[src/rtl/ovr_recovery_pkg.sv]
package ovr_recovery_pkg;

  typedef enum logic [2:0] {
    ST_IDLE,
    ST_SW_ON,
    ST_SW_OFF,
    ST_AMP_RST,
    ST_SHP_RST,
    ST_SETTLE
  } seqState_t;

  // strobes from control to the interval datapath
  typedef struct packed {
    logic capture;     // latch configuration and load integration count
    logic loadAmp;     // load amplifier reset width
    logic loadShp;     // load shaper reset width
    logic loadSettle;  // load settle time
  } cntCtrl_t;

endpackage

[src/rtl/ovr_interval_dp.sv]
module ovr_interval_dp
  import ovr_recovery_pkg::*;
#(
  parameter int CW = 8
) (
  input  logic          clk,
  input  logic          rstN,
  input  cntCtrl_t      ctrl,
  input  logic [CW-1:0] cfgInteg,
  input  logic [CW-1:0] cfgAmp,
  input  logic [CW-1:0] cfgShp,
  input  logic [CW-1:0] cfgSettle,
  output logic          cntDone
);

  localparam logic [CW-1:0] ZERO = '0;
  localparam logic [CW-1:0] ONE  = CW'(1);

  logic [CW-1:0] ampReg, shpReg, settleReg;
  logic [CW-1:0] cnt;

  // a count of N gives N cycles in the state; zero is treated as one
  function automatic logic [CW-1:0] lastIdx(input logic [CW-1:0] n);
    return (n == ZERO) ? ZERO : n - ONE;
  endfunction

  always_ff @(posedge clk or negedge rstN) begin
    if (!rstN) begin
      ampReg    <= '0;
      shpReg    <= '0;
      settleReg <= '0;
      cnt       <= '0;
    end else if (ctrl.capture) begin
      ampReg    <= cfgAmp;
      shpReg    <= cfgShp;
      settleReg <= cfgSettle;
      cnt       <= lastIdx(cfgInteg);
    end else if (ctrl.loadAmp) begin
      cnt <= lastIdx(ampReg);
    end else if (ctrl.loadShp) begin
      cnt <= lastIdx(shpReg);
    end else if (ctrl.loadSettle) begin
      cnt <= lastIdx(settleReg);
    end else if (cnt != ZERO) begin
      cnt <= cnt - ONE;
    end
  end

  assign cntDone = (cnt == ZERO);

  // captured widths only change at the start of a sequence
  p_cfg_hold_r7: assert property (@(posedge clk) disable iff (!rstN)
    !ctrl.capture |=> ($stable(ampReg) && $stable(shpReg) && $stable(settleReg)));

  // a running interval counts down by one per cycle
  p_count_step_r2: assert property (@(posedge clk) disable iff (!rstN)
    (ctrl == '0 && !cntDone) |=> (cnt == $past(cnt) - ONE));

endmodule

[src/rtl/ovr_seq_ctrl.sv]
module ovr_seq_ctrl
  import ovr_recovery_pkg::*;
(
  input  logic     clk,
  input  logic     rstN,
  input  logic     satFlag,
  input  logic     cntDone,
  output cntCtrl_t ctrl,
  output logic     bypassEn,
  output logic     ampRst,
  output logic     shaperRst,
  output logic     compEn,
  output logic     busy
);

  seqState_t state, stateNxt;

  always_comb begin
    stateNxt = state;
    ctrl     = '0;
    unique case (state)
      ST_IDLE: if (satFlag) begin
        stateNxt     = ST_SW_ON;
        ctrl.capture = 1'b1;
      end
      ST_SW_ON:  if (cntDone) stateNxt = ST_SW_OFF;
      ST_SW_OFF: begin
        stateNxt     = ST_AMP_RST;
        ctrl.loadAmp = 1'b1;
      end
      ST_AMP_RST: if (cntDone) begin
        stateNxt     = ST_SHP_RST;
        ctrl.loadShp = 1'b1;
      end
      ST_SHP_RST: if (cntDone) begin
        stateNxt        = ST_SETTLE;
        ctrl.loadSettle = 1'b1;
      end
      ST_SETTLE: if (cntDone) stateNxt = ST_IDLE;
      default:   stateNxt = ST_IDLE;
    endcase
  end

  always_ff @(posedge clk or negedge rstN) begin
    if (!rstN) state <= ST_IDLE;
    else       state <= stateNxt;
  end

  assign bypassEn  = (state == ST_SW_ON);
  assign ampRst    = (state == ST_AMP_RST);
  assign shaperRst = (state == ST_SHP_RST);
  assign busy      = (state != ST_IDLE);
  assign compEn    = (state == ST_IDLE);

  // saturation seen in idle closes the bypass switches next cycle
  p_sat_start_r2: assert property (@(posedge clk) disable iff (!rstN)
    (!busy && satFlag) |=> bypassEn);

  // switches open with a quiet gap before any reset strobe
  p_gap_r3: assert property (@(posedge clk) disable iff (!rstN)
    $fell(bypassEn) |-> (!ampRst && !shaperRst && busy));

  // shaper reset only follows amplifier reset
  p_amp_then_shp_r4: assert property (@(posedge clk) disable iff (!rstN)
    $rose(shaperRst) |-> $past(ampRst));

  // comparator returns only after a quiet settle cycle
  p_comp_after_settle_r5: assert property (@(posedge clk) disable iff (!rstN)
    $rose(compEn) |-> $past(busy && !ampRst && !shaperRst && !bypassEn));

  // busy only starts from a saturation indication
  p_busy_start_r6: assert property (@(posedge clk) disable iff (!rstN)
    $rose(busy) |-> $past(satFlag));

  // saturation while busy never reopens the bypass phase
  p_ignore_sat_r8: assert property (@(posedge clk) disable iff (!rstN)
    (busy && satFlag) |=> !$rose(bypassEn));

endmodule

[src/rtl/ovr_recovery_seq.sv]
module ovr_recovery_seq
  import ovr_recovery_pkg::*;
#(
  parameter int CW = 8
) (
  input  logic          clk,
  input  logic          rstN,
  input  logic          satFlag,
  input  logic [CW-1:0] cfgIntegCycles,
  input  logic [CW-1:0] cfgAmpRstCycles,
  input  logic [CW-1:0] cfgShpRstCycles,
  input  logic [CW-1:0] cfgSettleCycles,
  output logic          bypassEn,
  output logic          ampRst,
  output logic          shaperRst,
  output logic          compEn,
  output logic          busy
);

  cntCtrl_t ctrl;
  logic     cntDone;

  ovr_seq_ctrl ctrl_i (
    .clk       (clk),
    .rstN      (rstN),
    .satFlag   (satFlag),
    .cntDone   (cntDone),
    .ctrl      (ctrl),
    .bypassEn  (bypassEn),
    .ampRst    (ampRst),
    .shaperRst (shaperRst),
    .compEn    (compEn),
    .busy      (busy)
  );

  ovr_interval_dp #(.CW(CW)) dp_i (
    .clk       (clk),
    .rstN      (rstN),
    .ctrl      (ctrl),
    .cfgInteg  (cfgIntegCycles),
    .cfgAmp    (cfgAmpRstCycles),
    .cfgShp    (cfgShpRstCycles),
    .cfgSettle (cfgSettleCycles),
    .cntDone   (cntDone)
  );

  // the two reset strobes never overlap at the ports
  p_no_overlap_r4: assert property (@(posedge clk) disable iff (!rstN)
    !(ampRst && shaperRst));

endmodule

[config.mk]
export PLATFORM = sky130hd
export DESIGN_NAME = ovr_recovery_seq
export DESIGN_NICKNAME = d
export VERILOG_FILES = /design/src/rtl/ovr_recovery_pkg.sv /design/src/rtl/ovr_interval_dp.sv /design/src/rtl/ovr_seq_ctrl.sv /design/src/rtl/ovr_recovery_seq.sv
export SDC_FILE = /design/constraint.sdc
export NUM_CORES = 1
export LEC_CHECK = 0
export ABC_AREA = 1
export ABC_CLOCK_PERIOD_IN_PS = 2100
export BUFFER_PORTS_ARGS = -buffer_cell sky130_fd_sc_hd__buf_2
export CAP_MARGIN = 20
export CORE_UTILIZATION = 57
export CTS_CLUSTER_DIAMETER = 30
export DETAILED_ROUTE_END_ITERATION = 8
export PLACE_DENSITY = 0.8
export SETUP_SLACK_MARGIN = 0.5
export SYNTH_ARGS = -nofsm -noshare
export SYNTH_HDL_FRONTEND = slang
export SYNTH_SLANG_ARGS = --single-unit
[constraint.sdc]
create_clock -name clk -period 2.1 [get_ports clk]
set_input_delay 0.105 -clock clk [delete_from_list [all_inputs] [get_ports clk]]
set_output_delay 0.105 -clock clk [all_outputs]
set_load 0.01 [all_outputs]
Yosys cells after proc, flatten, opt, wreduce, memory -nomap -nowiden
Cells that the tools add are included.

storage, ports and cells
  output and inout port bits = 5
  flip-flop bits (word level) = 35

cells by class
  $add $sub $neg = 5
  multiplexer cells = 21
  reduce and logical (&&, ||, !) cells = 10
  equal/unequal tests = 10

operators with widths
  operator             number
  $mux 8               9
  $logic_not 8->1      5
  $sub 8x1->8 const B  5
  $pmux 3 s6           1
  $mux 3               5
  $reduce_bool 8->1    1
  $eq 3x2->1 const B   2
  $eq 3x3->1 const B   2
  $mux 1               6
  $ne 2x1->1 const B   3
  $reduce_and 5->1     1
  $reduce_bool 5->1    1
  $ne 2x2->1 const B   2
  $eq 3x1->1 const B   1
  $logic_not 3->1      1
  $reduce_bool 3->1    1

Depth between registers and ports, before layout
  depth in word-level cells = 7
  gate-level depth with buffers = 15

Cells and area by module
Synthesis repeated with hierarchy kept, for this count alone.

unflattened totals
  cells, all modules = 396
  area, all modules = 2600.0 um^2

modules (own cells, without submodules)
  module           times used  area each (um^2)  cells an instance
  ovr_interval_dp  1           2349.8            355
  ovr_seq_ctrl     1           250.2             41

Worst setup path after synthesis
Ideal clock, no wire load.

  path type = reg-to-reg
  start point = register dp_i.cnt[0]
  end point = register dp_i.cnt[1]
  data required time = 2027 ps
  cell stages (with the launch flop) = 13
  period minus slack after synthesis = 1657 ps
  arrival = 1584 ps
  slack = 443 ps
  path buffers = 0
  path through = dfrtp_1 inv_1 ha_1 nand2_2 nor2_8 nand2_4 a31oi_4 nand2_1 nand2_1 nand2_1 nand2_1 nand2_1 a21oi_2

between the ends
  cells in the longest elaborated chain, start to end = 7
  elaborated cells between the ends (all ways) = 12

RTL lines
  element                                              RTL line               text
  from (decl)                                          ovr_interval_dp.sv:20  logic [CW-1:0] cnt;
  from (signal assigned)                               ovr_interval_dp.sv:37  cnt <= lastIdx(cfgInteg);
  from (signal assigned)                               ovr_interval_dp.sv:39  cnt <= lastIdx(ampReg);
  from (signal assigned)                               ovr_interval_dp.sv:41  cnt <= lastIdx(shpReg);
  branches (longest 7 deep; another with $sub 8x1->8)  -

Several ways; the timed one is not identified. The select of a mux whose other input is x is not followed.
A chain may end at the register's enable or synchronous reset.

Final worst setup path
  start point = register dp_i.cnt[4]
  end point = register dp_i.cnt[5]

The elaborated chain is that of the path after synthesis.

==> impl_metrics.csv <==
group,metric,value,unit
finish,mostFrequentLayoutCells,"nand2_1 (128), buf_2 (39), inv_1 (36)",
yosys,synth.avg_cell_area,7.029,um2
global_route,grt_pass1_vias,2248,
status,status,"complete, no violations",
timing,tightest_slew,0.7962,ns
cts,cts.sinks,35,
critical_path,worstPathMaxFanout,8,
worst_hold_path,worstHoldPathType,"input pin to flop",
die,initial_core_util,59.08,%
place,routabilityCongestion,0.9301,
critical_path,slowest_delay,0.44,ns
finish,layout-drive-gt1-share,23.17,%
critical_path,reg2reg_depth,11,
yosys,yosys_register_bits,35,
power_and_ir_drop,swShare,49.25,%
finish,fin_nets,467,
timing,rsz0062_at_grt,"yes",
global_route,grt_pass1_wl,9.480,mm
global_route,grt_overflow,0,
run,max-cap-violations,0,
die,fp-row-count,24,
critical_path,r2r_slack,0.35,ns
global_route,grt_util_met3,5.378,%
critical_path,startpoint,"dp_i.cnt[4]$_DFFE_PN0P_",
critical_path,crit_family,"simple AND/OR/NAND/NOR gates",
yosys,ys_seq_area_share,34.05,%
power_and_ir_drop,switchingPower,0.002291,W
critical_path,worstReg2RegEnd,"dp_i.cnt[5]$_DFFE_PN0P_",
critical_path,r2r-start,"dp_i.cnt[4]$_DFFE_PN0P_",
power_and_ir_drop,combinationalPowerShare,60.9,%
yosys,synthMuxAreaShare,0,%
power_and_ir_drop,p_per_area,1489,nW/um2
critical_path,cp_num_buf_inv,0,
finish,final_core_util,71.78,%
detailed_routing,firstDrtPassIters,6,
detailed_routing,drtIter0Drc,198,
yosys,synth-compound-area-share,11.38,%
yosys,synthesis.nets,411,
timing,hold_violations,0,
timing,hold_ws,0.01131,ns
critical_path,worstSetupPathDepth,11,
power_and_ir_drop,internal-power,0.002361,W
timing,max_slew_margin,46.92,%
detailed_routing,totalWireLength,6.150,mm
place,pre_cts_ws,0.2961,ns
cts,numCtsBuffers,5,
timing,fin_crit_sh,83.34,%
place,dpl.hpwl,4.064,mm
timing,slew_violations,0,
cts,tritoncts,"built",
cts,htree_levels,2,
detailed_routing,drt-vias-per-instance,5.232,
die,die_y,69.18,um
critical_path,crit_end,"dp_i.cnt[5]$_DFFE_PN0P_",
power_and_ir_drop,max-vdd-ir-drop,681.0,uV
die,ioPinCount,40,
finish,layout_commonest_cell,"nand2_1",
power_and_ir_drop,pwr-share-seq,28.8,%
yosys,synth.area.top_cells,"dfrtp_1 (34%), nand2_1 (19%), xor2_1 (5.8%)",
finish,areaGrowthSynthToFinish,21.50,%
critical_path,path_cells,"nor2_4 > nand2_4 > nor2_8 > nand2_4 > a31oi_4 > nand2_1 > nand2_1 > nand2_1 > nand2_1 > nand2_1 > a21oi_2",
finish,instances_no_fill,475,
critical_path,crit_path_top_delay_cell,"dfrtp_2",
cts,insertion_delay,0.29,ns
critical_path,cpMostUsedCell,"nand2_1",
timing,finalSetupViolCount,0,
die,dieArea,4786,um2
die,core_area,4354,um2
finish,num_antenna_cells,0,
global_route,grt_max_degree,44,
yosys,ys_warn_count,0,
cts,root_buffer,"clkbuf_8",
timing,fmaxAchievable,571.4,MHz
place,dp_cells,453,
detailed_routing,wl_per_cell,12.95,um
timing,fin_crit,1.750,ns
yosys,synth_area,2572,um2
critical_path,cp-end-kind,"flop",
detailed_routing,drc_errors,0,
detailed_routing,vias,2485,
critical_path,startpoint_type,"flop",
cts,clk_pin_slew_worst_paths,0.08,ns
global_route,gr-usage-all-layers,24.80,%
timing,skew,0.009438,ns
critical_path,crit_type,"flop to flop",
detailed_routing,postRouteAntennaNets,0,
yosys,netlist_instances,366,
yosys,synth_top_area_share,34.05,%
finish,fillers,369,
yosys,synth_top_family_by_area,"simple AND/OR/NAND/NOR gates",
place,io_buffers,39,
global_route,antenna_found_initial,0,
power_and_ir_drop,p_clk_share,10.3,%
timing,fin_tns_setup,0,ns
global_route,grtUsageMet2,43.15,%
yosys,synth.distinct_cells,31,
die,die_w,69.18,um
critical_path,worstPathArrival,1.97,ns
cts,cts.path.max_buffers,2,
timing,setup_slack,0.3499,ns
critical_path,cp_data_required_time,2.32,ns
power_and_ir_drop,p_leak,1.636,nW
yosys,synthXorXnorAreaFrac,6.469,%
yosys,synth_top_area_cell,"dfrtp_1",
global_route,grt_most_used_layer,"met2",
global_route,use_met1,29.92,%
yosys,synth-adder-area-share,4.864,%
yosys,synth-simple-area-share,35.80,%
layout make-up:
| type | count | area, um2 | share of cell area [%] |
|---|---|---|---|
| clock buffer | 7 | 76.32 | 2.442 |
| clock inverter | 1 | 5.005 | 0.1601 |
| inverter | 44 | 165.2 | 5.284 |
| multi-input combinational | 282 | 1593 | 50.96 |
| sequential | 35 | 878.3 | 28.10 |
| tap | 52 | 65.06 | 2.082 |
| timing repair buffer | 54 | 342.8 | 10.97 |
metal layers:
layer | part of all wire (%) | wire length (um)
met1 | 43 | 2633
met3 | 4.6 | 281
met4 | 2.3 | 144
met5 | 0 | 0
met2 | 50 | 3090
power groups by stage:
stage                     sequential, W  combinational, W  clock [W]
after floorplan                 0.00126           0.00192          0
after global routing            0.00139           0.00315   0.000512
after detailed placement        0.00133           0.00239          0
final                           0.00134           0.00283   0.000478
after global placement          0.00132           0.00234          0
after CTS                       0.00132           0.00260   0.000489
synthesized netlist by cell type:
cell type and number:
a31oi_4 1, nor2_8 2, nor2_2 1, a21oi_2 1
inv_1 39, nor4_1 1, nor2_4 4, clkbuf_1 4
buf_6 1, nor3_1 4, a31oi_1 1, nand2_1 128
nand2_4 3, o21bai_1 2, xor2_1 17, nand2_2 3
xnor2_1 2, dfrtp_1 35, nand3_1 12, nor2_1 32
inv_2 5, ha_1 10, nand3_4 1, nand3b_1 2
nand2_8 1, nand4_1 5, a21oi_1 13, or2_2 1
o21ai_0 28, o21ai_1 6, o22ai_1 1
sequential cells by signal, summed over array words and instances (netlist names):
signal,flops
dp_i.settleReg,8
dp_i.cnt,8
dp_i.shpReg,8
ctrl_i.state,3
dp_i.ampReg,8
cells by family after synthesis:
| group | Yosys count |
|---|---|
| and+or+nand+nor | 200 |
| AOI/OAI and AO/OA | 53 |
| buffers and inverters | 49 |
| DFF | 35 |
| xor gates and xnor gates | 19 |
| adders and majority gates | 10 |
worst min-delay path by stage:
stage | slack (ns) | cells past startpoint | end | start
global placement | 0.23 | 1 | ctrl_i.state[0]$_DFFE_PN0P_ | rstN
global route | 0.005 | 3 | dp_i.ampReg[2]$_DFFE_PN0P_ | cfgAmpRstCycles[2]
finish | 0.01 | 3 | dp_i.ampReg[2]$_DFFE_PN0P_ | cfgAmpRstCycles[2]
detailed placement | 0.23 | 1 | ctrl_i.state[0]$_DFFE_PN0P_ | rstN
floorplan | -0.19 | 0 | ctrl_i.state[0]$_DFFE_PN0P_ | rstN
CTS | 0.006 | 3 | dp_i.shpReg[2]$_DFFE_PN0P_ | cfgShpRstCycles[2]
worst min-delay path, delay by kind of cell:
kind,cells,cell delay (ns)
buffers and inverters,1,0.07
AND/OR/NAND/NOR,2,0.08
per-stage QoR:
stage / cell area, um2 / total power (W)
after floorplan: 2572 / 0.003179
after global placement: 2814 / 0.003660
after detailed placement: 2814 / 0.003720
after CTS: 3020 / 0.004404
after global routing: 3126 / 0.005048
final: 3126 / 0.004653
what timing repair did:
| item | CTS | global route |
|---|---|---|
| hold buffers | 2 | 0 |
| endpoints found under the hold margin | 36 | 0 |
| gates cloned | 0 | 1 |
| pin swaps | 11 | 11 |
| setup buffers | 7 | 4 |
| gates resized for setup | 14 | 12 |
| endpoints found under the setup margin | 35 | 34 |
No activity file was read; power rests on OpenSTA's default activity.
